**config.mk**
```make
export PLATFORM = sky130hd
export DESIGN_NAME = pm_mode_ctrl
export DESIGN_NICKNAME = d
export VERILOG_FILES = /design/src/rtl/pm_pkg.sv /design/src/rtl/pm_sor_timer.sv /design/src/rtl/pm_mode_arb.sv /design/src/rtl/pm_mode_ctrl.sv
export SDC_FILE = /design/constraint.sdc
export NUM_CORES = 1
export LEC_CHECK = 0
export BUFFER_PORTS_ARGS = -buffer_cell sky130_fd_sc_hd__buf_4
export CORE_MARGIN = 2
export CORE_UTILIZATION = 55
export DETAILED_ROUTE_END_ITERATION = 8
export GPL_ROUTABILITY_DRIVEN = 0
export PLACE_DENSITY = 0.84
export SLEW_MARGIN = 10
export SYNTH_ARGS = -nofsm -noshare
export SYNTH_HDL_FRONTEND = slang
export SYNTH_SLANG_ARGS = --single-unit
```
**constraint.sdc**
```tcl
create_clock -name clk -period 4.9 [get_ports clk]
set_clock_uncertainty 0.15 [all_clocks]
set_input_delay 1.47 -clock clk [delete_from_list [all_inputs] [get_ports clk]]
set_output_delay 1.47 -clock clk [all_outputs]
set_load 0.05 [all_outputs]
```
**src/rtl/pm_pkg.sv**
```systemverilog
`timescale 1ns/1ps
package pm_pkg;

    typedef enum logic [2:0] {
        PM_OFF   = 3'd0,
        PM_DEEP  = 3'd1,
        PM_FLY   = 3'd2,
        PM_SHORT = 3'd3,
        PM_STBY  = 3'd4,
        PM_CPU   = 3'd5
    } pm_mode_e;

    typedef struct packed {
        pm_mode_e mode;
        pm_mode_e held_dest;
        logic     pend;
        logic     on_rc;
        logic     radio_lost;
        logic     state_lost;
        logic     dest_err;
    } pm_state_t;

    typedef struct packed {
        logic       sup_hi;
        logic       sup_lo;
        logic       hw_rst;
        logic       sw_rst;
        logic       sleep_req;
        logic [2:0] dest;
        logic       tx_busy;
        logic       xo_sel;
        logic       wdt;
        logic       fwt;
        logic       stt;
        logic       gpt;
        logic       irq;
        logic       wake;
    } pm_evt_t;

    typedef struct packed {
        logic dvdd;
        logic rvdd;
        logic ram;
    } pm_rail_t;

    function automatic pm_state_t idle_state();
        pm_state_t s;
        s.mode       = PM_OFF;
        s.held_dest  = PM_DEEP;
        s.pend       = 1'b0;
        s.on_rc      = 1'b1;
        s.radio_lost = 1'b0;
        s.state_lost = 1'b0;
        s.dest_err   = 1'b0;
        return s;
    endfunction

    function automatic pm_state_t after_sor(pm_state_t s);
        pm_state_t r = s;
        r.mode       = PM_CPU;
        r.pend       = 1'b0;
        r.on_rc      = 1'b1;
        r.radio_lost = 1'b1;
        r.state_lost = 1'b1;
        r.dest_err   = 1'b0;
        return r;
    endfunction

    function automatic logic dest_ok(logic [2:0] d);
        return (d >= 3'd1) && (d <= 3'd4);
    endfunction

    function automatic pm_rail_t rails_for(pm_mode_e m);
        pm_rail_t r;
        r.dvdd = (m == PM_STBY) || (m == PM_CPU);
        r.rvdd = r.dvdd;
        r.ram  = (m != PM_OFF);
        return r;
    endfunction

endpackage

```
**src/rtl/pm_sor_timer.sv**
```systemverilog
`timescale 1ns/1ps
module pm_sor_timer #(
    parameter int unsigned SOR_CYCLES = 4
) (
    input  logic clk,
    input  logic rst,
    input  logic fire,
    input  logic kill,
    output logic busy
);
    localparam int unsigned CW = $clog2(SOR_CYCLES + 1);

    logic [CW-1:0] cnt;

    // fixed-length pulse, restarted by a new trigger, cut by supply loss
    always_ff @(posedge clk) begin
        if (rst || kill)
            cnt <= '0;
        else if (fire)
            cnt <= CW'(SOR_CYCLES);
        else if (cnt != '0)
            cnt <= cnt - CW'(1);
    end

    assign busy = (cnt != '0);
endmodule

```
**src/rtl/pm_mode_arb.sv**
```systemverilog
`timescale 1ns/1ps
module pm_mode_arb
    import pm_pkg::*;
(
    input  pm_state_t cur,
    input  pm_evt_t   ev,
    input  logic      sor_busy,
    output pm_state_t nxt,
    output logic      fire,
    output logic      kill
);
    always_comb begin
        nxt  = cur;
        fire = 1'b0;
        kill = 1'b0;
        if (ev.sup_lo) begin
            // supply loss dominates
            kill = 1'b1;
            nxt  = idle_state();
        end else if (cur.mode == PM_OFF) begin
            fire = ev.sup_hi;
        end else if (ev.hw_rst || ev.sw_rst) begin
            fire = 1'b1;
        end else if (!sor_busy) begin
            case (cur.mode)
                PM_CPU: begin
                    if (ev.wdt || ev.fwt) begin
                        fire = 1'b1;
                    end else if (ev.sleep_req) begin
                        if (dest_ok(ev.dest)) begin
                            nxt.radio_lost = 1'b0;
                            nxt.state_lost = 1'b0;
                            nxt.dest_err   = 1'b0;
                            if (ev.tx_busy && pm_mode_e'(ev.dest) != PM_STBY) begin
                                nxt.mode      = PM_STBY;
                                nxt.pend      = 1'b1;
                                nxt.held_dest = pm_mode_e'(ev.dest);
                            end else begin
                                nxt.mode = pm_mode_e'(ev.dest);
                                if (pm_mode_e'(ev.dest) != PM_STBY)
                                    nxt.on_rc = 1'b1;
                            end
                        end else begin
                            nxt.dest_err = 1'b1;
                        end
                    end else if (ev.xo_sel) begin
                        nxt.on_rc = 1'b0;
                    end
                end
                PM_STBY: begin
                    if (ev.wdt || ev.fwt) begin
                        fire = 1'b1;
                    end else if (ev.gpt || ev.irq) begin
                        nxt.mode = PM_CPU;
                        nxt.pend = 1'b0;
                    end else if (cur.pend && !ev.tx_busy) begin
                        nxt.mode  = cur.held_dest;
                        nxt.pend  = 1'b0;
                        nxt.on_rc = 1'b1;
                    end
                end
                PM_SHORT: begin
                    if (ev.wdt || ev.fwt) begin
                        fire = 1'b1;
                    end else if (ev.stt) begin
                        nxt.mode       = PM_CPU;
                        nxt.on_rc      = 1'b1;
                        nxt.radio_lost = 1'b1;
                    end
                end
                PM_FLY: begin
                    if (ev.wdt) begin
                        fire = 1'b1;
                    end else if (ev.fwt || ev.wake) begin
                        nxt.mode       = PM_CPU;
                        nxt.on_rc      = 1'b1;
                        nxt.radio_lost = 1'b1;
                        nxt.state_lost = 1'b1;
                    end
                end
                PM_DEEP: begin
                    if (ev.wdt || ev.wake)
                        fire = 1'b1;
                end
                default: ;
            endcase
        end
        if (fire)
            nxt = after_sor(nxt);
    end
endmodule

```
**src/rtl/pm_mode_ctrl.sv**
```systemverilog
`timescale 1ns/1ps
module pm_mode_ctrl
    import pm_pkg::*;
#(
    parameter int unsigned SOR_CYCLES = 4,
    parameter int unsigned WAKE_PINS  = 2
) (
    input  logic                 clk,
    input  logic                 rst,
    input  logic                 sup_above_on,
    input  logic                 sup_below_off,
    input  logic                 hw_rst,
    input  logic                 sw_rst,
    input  logic                 sleep_req,
    input  logic [2:0]           sleep_dest,
    input  logic                 tx_active,
    input  logic                 xo_select,
    input  logic                 wdt_expire,
    input  logic                 fwt_expire,
    input  logic                 stt_expire,
    input  logic                 gpt_expire,
    input  logic                 ext_irq,
    input  logic [WAKE_PINS-1:0] wake_pin,
    output logic                 sor,
    output logic [2:0]           mode,
    output logic                 clk_rc,
    output logic                 dvdd_en,
    output logic                 rvdd_en,
    output logic                 ram_en,
    output logic                 radio_lost,
    output logic                 state_lost,
    output logic                 dest_err
);
    pm_state_t st, st_nxt;
    pm_evt_t   ev;
    pm_rail_t  rails;
    logic      fire, kill, sor_busy;

    always_comb begin
        ev.sup_hi    = sup_above_on;
        ev.sup_lo    = sup_below_off;
        ev.hw_rst    = hw_rst;
        ev.sw_rst    = sw_rst;
        ev.sleep_req = sleep_req;
        ev.dest      = sleep_dest;
        ev.tx_busy   = tx_active;
        ev.xo_sel    = xo_select;
        ev.wdt       = wdt_expire;
        ev.fwt       = fwt_expire;
        ev.stt       = stt_expire;
        ev.gpt       = gpt_expire;
        ev.irq       = ext_irq;
        ev.wake      = |wake_pin;
    end

    pm_mode_arb u_arb (
        .cur      (st),
        .ev       (ev),
        .sor_busy (sor_busy),
        .nxt      (st_nxt),
        .fire     (fire),
        .kill     (kill)
    );

    pm_sor_timer #(.SOR_CYCLES(SOR_CYCLES)) u_sor (
        .clk  (clk),
        .rst  (rst),
        .fire (fire),
        .kill (kill),
        .busy (sor_busy)
    );

    // synchronous reset to OFF
    always_ff @(posedge clk) begin
        if (rst)
            st <= idle_state();
        else
            st <= st_nxt;
    end

    assign rails      = rails_for(st.mode);
    assign sor        = sor_busy;
    assign mode       = st.mode;
    assign clk_rc     = st.on_rc;
    assign dvdd_en    = rails.dvdd;
    assign rvdd_en    = rails.rvdd;
    assign ram_en     = rails.ram;
    assign radio_lost = st.radio_lost;
    assign state_lost = st.state_lost;
    assign dest_err   = st.dest_err;
endmodule

```
== Word level (Yosys, flattened, before mapping) ==
Cells that the tools add are included.
Operators by class
  magnitude comparators: 2
  bitwise logic cells: 4
  reductions and logical operators: 31
  $add $sub $neg: 1
  equal/unequal tests: 34
  mux-type cells: 49
Operator list (number)
  $mux 11: 6
  $mux 3: 14
  $reduce_and 13->1: 2
  $ne 4x4->1 const B: 6
  $ne 3x3->1 const B: 6
  $mux 1: 16
  $reduce_and 16->1: 1
  $ne 2x2->1 const B: 7
  $pmux 3 s4: 1
  $reduce_and 11->1: 1
  $mux 10: 1
  $reduce_and 10->1: 1
  $reduce_and 9->1: 1
  $mux 2: 4
  $ne 2x1->1 const B: 4
  $ne 4x3->1 const B: 2
  $reduce_bool 4->1: 2
  $logic_or 1x1->1: 7
  $mux 7: 1
  $eq 3x2->1 const B: 2
  $eq 3x3->1 const B: 2
  $ne 3x2->1 const B: 2
  $pmux 1 s3: 2
  $reduce_and 6->1: 1
  other kinds (19): 29
Word-level totals
  input bits: 19
  output and inout bits: 11
  register bits after elaboration: 14

== Logic depth before layout (Yosys ltp) ==
  depth in word-level cells: 12
  gate-level depth with buffers: 10

== Cells and area by module ==
From an unflattened synthesis, not the netlist that was laid out.
Second synthesis, totals
  cells, all modules: 149
  area total of the unflattened synthesis: 1194.9 sq um
By module, submodules not included
  pm_mode_arb: sequential area each 0.0 sq um, cells an instance 100, instances 1, area each 668.1 sq um
  pm_mode_ctrl: sequential area each 220.2 sq um, cells an instance 30, instances 1, area each 349.1 sq um
  pm_sor_timer: sequential area each 60.1 sq um, cells an instance 19, instances 1, area each 177.7 sq um

== Worst setup path before layout ==
No wires, ideal clock.
  kind: input -> register
  start: in wdt_expire
  end: reg st (netlist bit clk_rc)
  setup time: 0.132 ns
  path buffers: 0
  slack: 1.875 ns
  stages: 6
  data required time: 4.618 ns
  data arrival time: 2.743 ns
  cells stage by stage: or2_0 -> or2_1 -> a31o_1 -> nor4_1 -> mux2i_1 -> nand3_1
On the way
  cells in the longest elaborated chain, start to end: 8
  elaborated cells between the ends (all ways): 16
Ends and longest elaborated chain
  start: declaration: line pm_mode_ctrl.sv:18  | input logic wdt_expire,
  $logic_or 1x1->1 (on tied branches)
  $mux 1 (on tied branches)
  $pmux 1 s3: line pm_mode_arb.sv:25  | case (cur.mode)
  $mux 1: line pm_mode_arb.sv:24  | end else if (!sor_busy) begin
  $mux 1: line pm_mode_arb.sv:22  | end else if (ev.hw_rst || ev.sw_rst) begin
  $mux 1: line pm_mode_arb.sv:20  | end else if (cur.mode == PM_OFF) begin
  $mux 1: line pm_mode_arb.sv:16  | if (ev.sup_lo) begin
  $reduce_or 3->1 (no source line)
  end signal: assignment: line pm_mode_ctrl.sv:76  | st <= idle_state();
  end signal: assignment: line pm_mode_ctrl.sv:78  | st <= st_nxt;
  end: declaration: line pm_mode_ctrl.sv:34  | pm_state_t st, st_nxt;
Parallel ways exist; a longest one is shown, timed or not.
A chain may end at the register's enable or synchronous reset.

== Final worst setup path ==
  start: reg u_sor.cnt[0]
  end: out sor
On the way
  cells in the longest elaborated chain, start to end: 1
Ends and longest elaborated chain
  start: declaration: line pm_sor_timer.sv:13  | logic [CW-1:0] cnt;
  start signal: assignment: line pm_sor_timer.sv:20  | cnt <= CW'(SOR_CYCLES);
  start signal: assignment: line pm_sor_timer.sv:22  | cnt <= cnt - CW'(1);
  $reduce_bool 3->1: line pm_sor_timer.sv:25  | assign busy = (cnt != '0);
  end: declaration: line pm_mode_ctrl.sv:24  | output logic sor,
Every way passes these cells.

==> reports/metrics.cfg <==
[yosys]
synth_cell_types = 43
synth_edf_count = 0
yosysSeqAreaShare = 0.2683
synthArstFlopShare = 0
synth.avg_cell_area_um2 = 7.739
synth_fp_nets = 159
syn_area_um2 = 1045
yosys_register_bits = 14
syn_inst = 135
synth_warnings = 0
ys.flop_type = dfxtp_1

[clocking]
h-tree-depth = 1
hold_buffers = 0
path_clk_slew_ns = 0.09
cts_root_buffer = clkbuf_4
numCtsBuffers = 3
postCtsSetupRepairBufs = 0
cts_resized = 0
cts_tree = done
clkLatencyLatePin_ns = 0.29
clock_sinks = 14
clockBufferDepth = 2

[sta]
slew_headroom = 0.5679
worst_pin_slew_ns = 0.6468
rsz0062_at_grt = no
finalCritPeriodShare = 0.6435
drv_slew = 0
hold_viol = 0
tns_ns = 0
fmax_mhz = 317.2
final-setup-viol-count = 0
finalCriticalPeriod_ns = 3.153

[die]
coreArea_um2 = 1764
dieArea_um2 = 2264
ioPinCount = 30
start_util = 0.5922
die_w_um = 47.59
die_height_um = 47.59
fp-row-count = 15

[detailed_routing]
drtIter0Drc = 49
drt_wl_total_um = 2679
dr.pass1.iters = 4
vias = 1117
drc = 0
wl_per_cell_um = 14.48
drtAntennaViolNets = 0
vias_per_cell = 6.038

[power_and_ir_drop]
ir_worst_vdd_mv = 0.1699
p_per_area_nw_per_um2 = 231.8
leakagePower_nw = 0.5266

[min_path]
whs_path_depth = 2
hp-start = dest_err
hold_class = flop to flop
hold_path_end = dest_err

[cells_and_area]
layout-drive-gt1-share = 0.2500
utilization = 0.7220
final_nets = 185
area_delta_synth_final_pct = 21.92
antenna_cells = 0

[setup_path]
reg2reg_to = clk_rc
path_cells = inv_1 -> ha_1 -> ha_1 -> inv_1 -> buf_4
worstPathArrival_ns = 1.53
critPathRequiredTime_ns = 3.28
critPathTopFamily = adder cells
crit_type = flop to output port
cpPeakStageDelay_ns = 0.36
crit_buf_inv = 3
cp-end-kind = output port
reg2regPathDepth = 8
regToRegSetupSlack_ns = 2.45
start_kind = flop
cp_max_fo = 7
reg2reg_from = u_sor.cnt[0]
crit_path_top_delay_cell = dfxtp_1

[global_route]
antenna_found_initial = 0
grt.overflow.total = 0
grt_first_pass_wirelength_um = 4181
grt_max_degree = 13
first_global_vias = 1036
grt_usage = 0.2664

[run_status]
status = completed

[placed_design]
port_buffers = 29
dp.final_hpwl_um = 2053

[job]
max_cap_viol_count = 0

flip-flops by register name, indices dropped and copies added (netlist names):
name / cells
clk_rc: 1
state_lost: 1
radio_lost: 1
u_sor.cnt: 3
mode: 3
st: 4
dest_err: 1
metal layers:
metal	up-vias	GRT usage	wire length [um]
li1	539	-	-
met1	508	0.2989	1130
met2	61	0.4703	1264
met3	9	0.04528	197
met4	0	0.1568	87
met5	-	0	0
report_power, final:
group	internal, W	leakage, nW	switching [W]
logic	0.0000335	0.392	0.0000541
clock network	0.0000453	0.0210	0.0000402
registers	0.000117	0.114	0.00000514
total	0.000196	0.527	0.0000994
per-stage QoR:
step	worst slack (ns)	total power (W)	instances	area (um2)	hold WS (ns)
after floorplan	1.875	0.0001834	135	1045	0.2856
after global placement	1.617	0.0002096	181	1237	0.3153
after detailed placement	1.630	0.0002113	181	1237	0.3228
after CTS	1.730	0.0002953	185	1274	0.3401
after global routing	1.666	0.0003065	185	1274	0.3605
final	1.747	0.0002952	185	1274	0.3393
worst max path at each step:
stage / start / to / slack, ns / cells after the start
floorplan: wdt_expire / clk_rc / 1.87 / 6
global placement: wdt_expire / mode[1] / 1.62 / 7
detailed placement: wdt_expire / mode[1] / 1.63 / 7
CTS: u_sor.cnt[0] / sor / 1.73 / 5
global route: u_sor.cnt[0] / sor / 1.67 / 5
finish: u_sor.cnt[0] / sor / 1.75 / 5
cell families (layout without fill, tap and decap cells):
group,Yosys count,after routing,share of synthesized area
AND/OR/NAND/NOR,62,62,0.3030
AO/OA/AOI/OAI,34,34,0.2431
buffers and inverters,15,40,0.07904
flip-flops,14,14,0.2683
adder cells (fa/ha/maj),5,5,0.05988
multiplexers,4,4,0.03832
XOR/XNOR,1,1,0.008385
cell type report:
| class | instances | area, um2 |
|---|---|---|
| Multi-Input combinational cell | 106 | 681.9 |
| Fill cell | 152 | 490.5 |
| Sequential cell | 14 | 280.3 |
| Timing Repair Buffer | 29 | 217.7 |
| Clock buffer | 4 | 36.28 |
| Tap cell | 25 | 31.28 |
| Inverter | 7 | 26.28 |
cell usage after synthesis, types with 3 or more instances:
| cell type | instances | area, um2 |
|---|---|---|
| a21oi_1 | 6 | 30.03 |
| and2_1 | 3 | 18.77 |
| buf_2 | 3 | 15.01 |
| buf_4 | 4 | 30.03 |
| dfxtp_1 | 14 | 280.3 |
| ha_1 | 5 | 62.56 |
| inv_1 | 7 | 26.28 |
| mux2i_1 | 4 | 40.04 |
| nand2_1 | 10 | 37.54 |
| nand3_1 | 5 | 25.02 |
| nor2_1 | 19 | 71.32 |
| nor2b_1 | 3 | 18.77 |
| nor3_1 | 7 | 35.03 |
| o21ai_0 | 6 | 30.03 |
| o311ai_0 | 3 | 26.28 |
worst reg2reg max path: cells and delay by family, from the launching register on:
family | cells | cell delay (ns)
AOI/OAI and AO/OA | 1 | 0.31
muxes | 1 | 0.25
and+or+nand+nor | 3 | 0.72
adders and majority gates | 2 | 0.50
buffers and inverters | 1 | 0.06
DFF | 1 | 0.33
layout by cell type (no fill, tap or decap), types with 2 or more instances in the layout:
cell,Yosys,layout
nand2_1,10,10
inv_1,7,7
o311ai_0,3,3
nand3_1,5,5
buf_4,4,29
nor2_1,19,19
nand3_2,2,2
a221oi_2,2,2
mux2i_1,4,4
a21oi_1,6,6
clkbuf_4,0,3
nor3_1,7,7
ha_1,5,5
o31a_1,2,2
or3_1,2,2
and2_1,3,3
o21ai_0,6,6
nor2b_1,3,3
nor4_1,2,2
and3_1,2,2
a21boi_0,2,2
a211oi_1,2,2
dfxtp_1,14,14
(Power assumes the default switching activity.)
